**src/rtl/can_stat_pkg.sv**
```systemverilog
package can_stat_pkg;
  localparam int STAT_W  = 8;
  localparam int LEC_W   = 3;
  localparam int LEC_LSB = 0;
  localparam int TX_BIT  = 3;
  localparam int RX_BIT  = 4;
  localparam int EP_BIT  = 5;
  localparam int EW_BIT  = 6;
  localparam int BO_BIT  = 7;
  // bits software may write
  localparam logic [STAT_W-1:0] WR_MASK = 8'h1F;
endpackage

```
**src/rtl/can_stat_reg.sv**
```systemverilog
module can_stat_reg
  import can_stat_pkg::*;
(
  input  logic              clk,
  input  logic              rst,
  input  logic              eng_boff,
  input  logic              eng_ewarn,
  input  logic              eng_epass,
  input  logic              eng_rx_ok,
  input  logic              eng_tx_ok,
  input  logic              eng_lec_upd,
  input  logic [LEC_W-1:0]  eng_lec,
  input  logic              wr_stat,
  input  logic [STAT_W-1:0] wdata,
  output logic [STAT_W-1:0] stat_q,
  output logic              rise_err,
  output logic              rise_chg
);
  logic [STAT_W-1:0] wr_val;

  assign wr_val = wdata & WR_MASK;

  always_ff @(posedge clk) begin
    if (rst) begin
      stat_q <= '0;
    end else begin
      stat_q[BO_BIT] <= eng_boff;
      stat_q[EW_BIT] <= eng_ewarn;
      stat_q[EP_BIT] <= eng_epass;
      if (eng_rx_ok)    stat_q[RX_BIT] <= 1'b1;
      else if (wr_stat) stat_q[RX_BIT] <= wr_val[RX_BIT];
      if (eng_tx_ok)    stat_q[TX_BIT] <= 1'b1;
      else if (wr_stat) stat_q[TX_BIT] <= wr_val[TX_BIT];
      if (eng_lec_upd)  stat_q[LEC_LSB +: LEC_W] <= eng_lec;
      else if (wr_stat) stat_q[LEC_LSB +: LEC_W] <= wr_val[LEC_LSB +: LEC_W];
    end
  end

  // stored flags hold last cycle's level, so a set input over a clear bit is a rise
  assign rise_err = (eng_boff & ~stat_q[BO_BIT]) | (eng_ewarn & ~stat_q[EW_BIT]);
  assign rise_chg = eng_rx_ok | eng_tx_ok | eng_lec_upd;
endmodule

```
**src/rtl/can_stat_pend.sv**
```systemverilog
module can_stat_pend (
  input  logic clk,
  input  logic rst,
  input  logic en_err,
  input  logic en_chg,
  input  logic rise_err,
  input  logic rise_chg,
  input  logic stat_rd,
  output logic pend_d,
  output logic pend_q
);
  logic fire;

  assign fire   = (en_err & rise_err) | (en_chg & rise_chg);
  // a fresh event beats the acknowledge in the same cycle
  assign pend_d = fire | (pend_q & ~stat_rd);

  always_ff @(posedge clk) begin
    if (rst) pend_q <= 1'b0;
    else     pend_q <= pend_d;
  end
endmodule

```
**src/rtl/can_stat_idmux.sv**
```systemverilog
module can_stat_idmux #(
  parameter int          ID_W      = 16,
  parameter int          ST_W      = 8,
  parameter logic [15:0] PEND_CODE = 16'h8000
) (
  input  logic            clk,
  input  logic            rst,
  input  logic            pend_d,
  input  logic [ID_W-1:0] low_code,
  input  logic            rd,
  input  logic            addr,
  input  logic [ST_W-1:0] stat_q,
  output logic [ID_W-1:0] irq_id,
  output logic            irq,
  output logic [ID_W-1:0] rdata
);
  localparam int PAD_W = ID_W - ST_W;

  logic [ID_W-1:0] id_d;

  assign id_d = pend_d ? ID_W'(PEND_CODE) : low_code;

  always_ff @(posedge clk) begin
    if (rst) begin
      irq_id <= '0;
      irq    <= 1'b0;
      rdata  <= '0;
    end else begin
      irq_id <= id_d;
      irq    <= |id_d;
      if (rd) rdata <= addr ? irq_id : {{PAD_W{1'b0}}, stat_q};
    end
  end
endmodule

```
**src/rtl/can_stat_irq.sv**
```systemverilog
module can_stat_irq
  import can_stat_pkg::*;
#(
  parameter int          ID_W      = 16,
  parameter logic [15:0] PEND_CODE = 16'h8000
) (
  input  logic              clk,
  input  logic              rst,
  input  logic              eng_boff,
  input  logic              eng_ewarn,
  input  logic              eng_epass,
  input  logic              eng_rx_ok,
  input  logic              eng_tx_ok,
  input  logic              eng_lec_upd,
  input  logic [LEC_W-1:0]  eng_lec,
  input  logic              en_err,
  input  logic              en_chg,
  input  logic [ID_W-1:0]   low_code,
  input  logic              cpu_rd,
  input  logic              cpu_wr,
  input  logic              cpu_addr,
  input  logic [STAT_W-1:0] cpu_wdata,
  output logic [ID_W-1:0]   cpu_rdata,
  output logic [ID_W-1:0]   irq_id,
  output logic              irq
);
  logic [STAT_W-1:0] stat_q;
  logic              rise_err;
  logic              rise_chg;
  logic              pend_d;
  logic              pend_q;
  logic              stat_rd;
  logic              stat_wr;

  assign stat_rd = cpu_rd & ~cpu_addr;
  assign stat_wr = cpu_wr & ~cpu_addr;

  can_stat_reg u_reg (
    .clk        (clk),
    .rst        (rst),
    .eng_boff   (eng_boff),
    .eng_ewarn  (eng_ewarn),
    .eng_epass  (eng_epass),
    .eng_rx_ok  (eng_rx_ok),
    .eng_tx_ok  (eng_tx_ok),
    .eng_lec_upd(eng_lec_upd),
    .eng_lec    (eng_lec),
    .wr_stat    (stat_wr),
    .wdata      (cpu_wdata),
    .stat_q     (stat_q),
    .rise_err   (rise_err),
    .rise_chg   (rise_chg)
  );

  can_stat_pend u_pend (
    .clk     (clk),
    .rst     (rst),
    .en_err  (en_err),
    .en_chg  (en_chg),
    .rise_err(rise_err),
    .rise_chg(rise_chg),
    .stat_rd (stat_rd),
    .pend_d  (pend_d),
    .pend_q  (pend_q)
  );

  can_stat_idmux #(
    .ID_W     (ID_W),
    .ST_W     (STAT_W),
    .PEND_CODE(PEND_CODE)
  ) u_idmux (
    .clk     (clk),
    .rst     (rst),
    .pend_d  (pend_d),
    .low_code(low_code),
    .rd      (cpu_rd),
    .addr    (cpu_addr),
    .stat_q  (stat_q),
    .irq_id  (irq_id),
    .irq     (irq),
    .rdata   (cpu_rdata)
  );
endmodule

```
**config.mk**
```make
export PLATFORM = sky130hd
export DESIGN_NAME = can_stat_irq
export DESIGN_NICKNAME = d
export VERILOG_FILES = /design/src/rtl/can_stat_pkg.sv /design/src/rtl/can_stat_reg.sv /design/src/rtl/can_stat_pend.sv /design/src/rtl/can_stat_idmux.sv /design/src/rtl/can_stat_irq.sv
export SDC_FILE = /design/constraint.sdc
export NUM_CORES = 1
export LEC_CHECK = 0
export ABC_AREA = 0
export BUFFER_PORTS_ARGS = -buffer_cell sky130_fd_sc_hd__buf_2
export CAP_MARGIN = 20
export CORE_MARGIN = 5
export CORE_UTILIZATION = 40
export CTS_CLUSTER_DIAMETER = 50
export DETAILED_ROUTE_END_ITERATION = 10
export MAX_ROUTING_LAYER = met4
export PLACE_DENSITY = 0.71
export SLEW_MARGIN = 5
export SYNTH_ARGS = -nofsm -noshare
export SYNTH_HDL_FRONTEND = slang
export SYNTH_SLANG_ARGS = --single-unit
```
**constraint.sdc**
```tcl
create_clock -name clk -period 2 [get_ports clk]
set_input_delay 0.1 -clock clk [delete_from_list [all_inputs] [get_ports clk]]
set_output_delay 0.1 -clock clk [all_outputs]
set_load 0.02 [all_outputs]
```
==> run summary <==
Worst Hold Class: input pin to flip-flop
Via density: 4.65
critical path capture point: u_idmux.irq_id[11]
clk buf depth: 2
Post-CTS Resized: 0
Synth Area per Inst: 10.1 sq um
net count after synthesis: 192
detailed-route DRC error count: 0
CP max-delay cell: a2111oi_4
Seq/Total Area, Yosys: 54.5%
vias in the first global route: 1207
Fmax achieved: 0.665 GHz
yosys warns: 0
total negative setup slack: 0 ns
most instantiated cells after synthesis: dfxtp_1, nor2_1, and2_2, nor2b_1
Clock Tree Root: clkbuf_8
WP data arrival: 1.73 ns
clk slew on worst S/H paths: 0.08 ns
routability cong.: 0.812
drt initial violations: 68
slew margin rel.: 55.4%
# rows: 22
Layout Skew: 0.00540 ns
r2r endpoint: u_idmux.irq_id[11]
Comb power frac: 12.0%
Worst Setup Path Type: flip-flop to flip-flop
antenna viol nets, final: 0
Synth Register Bits: 42
Final setup viols: 0
max-slew violation count: 0
drt wl/cell: 13.3 um
Post-synth EDFFs: 0
layout cells sized above 1: 42.5%
first-pass GRT wire length: 5640 um
Syn Inst Count: 152
CP required: 2.23 ns
Max-Cap Viols: 0
PortBufs: 69
DR vias: 1252
internal power: 0.00133 W
sequential share of power: 51.5%
Top Ports: 73
full die area: 0.00520 sq mm
P_sw: 0.000403 W
NumNets Final: 260
crit end category: flip-flop
Max IR drop VDD: 0.000622 V
CP Launch Type: flip-flop
CTS tree: yes
Initial Util: 41.8%
synthesized cell area: 0.00154 sq mm
period utilization: 75.2%
Yosys top cell area share: 54.5%
clock network power share: 36.5%
Chip Height: 72.1 um
slowest stage delay, CP: 0.70 ns
largest net degree at the start of global routing: 29
initial antenna violation count: 0
worst-path cell chain: o22ai_1, a2111oi_4, and2_2
post-detail-place hpwl: 2780 um
fraction of registers with async set/reset: 0%
Leakage: 0.981 nW
hold buffer count at CTS: 0
die width: 72.1 um
final hold viol count: 0
total grt overflow: 0
Period minus WS final: 1.50 ns
Worst Path Max Fanout: 15
crit path from: u_reg.stat_q[6]
Pre-antenna DRT Iters: 4
Cell variety after synth: 20
CTS sink count: 42
ranking of synthesized cells by area: dfxtp_1, mux2i_1, nor2_1
Buf/Inv on CP: 0
Worst R2R Setup Slack: 0.50 ns
worst r2r src: u_reg.stat_q[6]
synthesis-to-finish area growth: 30.9%
status: completed
most frequent cell after synthesis: dfxtp_1
Yosys top cell by area: dfxtp_1
worst-margin pin slew: 0.668 ns
core area: 0.00369 sq mm
CTS H-tree depth: 2
GRT Total Usage: 14.3%
Filler cells: 371
PD cells: 860 mW/mm^2
fin util: 54.7%
Worst R2R Path Depth: 3
Clock Latency Late Sink: 0.28 ns
postcts setup bufs: 0
most common flop cell mapped by yosys: dfxtp_1
RSZ-0062 raised after global routing: no
diode count: 0
switch share: 23.2%
Detailed Route WL: 3570 um
Num CTS Buffers: 5
Crit path depth: 3
delay-heaviest family, CP: compound AO/OA/AOI/OAI gates
[layout make-up]
class | count | area (sq um) | share of cell area [%]
Sequential cell | 42 | 841 | 41.7
Multi-Input combinational cell | 97 | 641 | 31.7
Timing Repair Buffer | 70 | 353 | 17.5
Clock buffer | 5 | 68.8 | 3.41
Tap cell | 48 | 60.1 | 2.98
Clock inverter | 3 | 40.0 | 1.98
Inverter | 4 | 15.0 | 0.744
[logic make-up after synthesis]
family | after synthesis | synth area share, %
mux | 14 | 9.33
compound gates | 25 | 11.9
buf+inv | 13 | 3.90
simple gates | 58 | 20.4
flops | 42 | 54.5
[flip-flops by register name, indices dropped and copies added (netlist names)]
register	flops
u_idmux.irq_id	16
u_idmux.rdata	16
u_reg.stat_q	8
u_idmux.irq	1
u_pend.pend_q	1
[cell usage in the layout, fill, tap and decap left out, drive strengths merged]
cell,n
dfxtp,42
nor2,25
clkinv,2
nor4,3
clkbuf,5
inv,4
o22ai,1
buf,70
nand4,1
a2111oi,1
nor3,1
a21boi,1
mux2,3
a211oi,11
mux2i,11
nor2b,12
o31a,1
a21oi,10
and2,16
bufinv,1
[power by group through the flow]
stage | clock [W] | combinational [W] | sequential [W]
after floorplan | 0 | 0.0000932 | 0.000944
after global placement | 0 | 0.000207 | 0.000912
after detailed placement | 0 | 0.000210 | 0.000913
after CTS | 0.000651 | 0.000211 | 0.000894
after global routing | 0.000688 | 0.000228 | 0.000899
final | 0.000634 | 0.000208 | 0.000894
[worst min-delay path by stage]
stage	start	to	slack (ns)	cells past startpoint
global route	low_code[4]	u_idmux.irq_id[4]	0.02	2
CTS	low_code[2]	u_idmux.irq_id[2]	0.02	2
floorplan	eng_tx_ok	u_reg.stat_q[3]	0.22	2
detailed placement	low_code[2]	u_idmux.irq_id[2]	0.32	2
finish	low_code[2]	u_idmux.irq_id[2]	0.03	2
global placement	low_code[3]	u_idmux.irq_id[3]	0.32	2
[stage by stage]
step | hold slack [ns] | setup slack [ns] | cells | total power, W | area (sq um)
after floorplan | 0.221 | 0.774 | 152 | 0.00104 | 1540
after global placement | 0.317 | 0.460 | 261 | 0.00112 | 1910
after detailed placement | 0.323 | 0.444 | 261 | 0.00112 | 1910
after CTS | 0.0222 | 0.478 | 269 | 0.00176 | 2020
after global routing | 0.0229 | 0.368 | 269 | 0.00181 | 2020
final | 0.0336 | 0.496 | 269 | 0.00174 | 2020
[routing by layer]
metal / vias up / GRT usage [%] / wire length, um
li1: 649 / - / -
met1: 564 / 17.2 / 1520
met2: 37 / 23.3 / 1790
met3: 2 / 3.88 / 230
met4: 0 / 4.38 / 26
met5: - / - / 0
(Power assumes the default switching activity.)
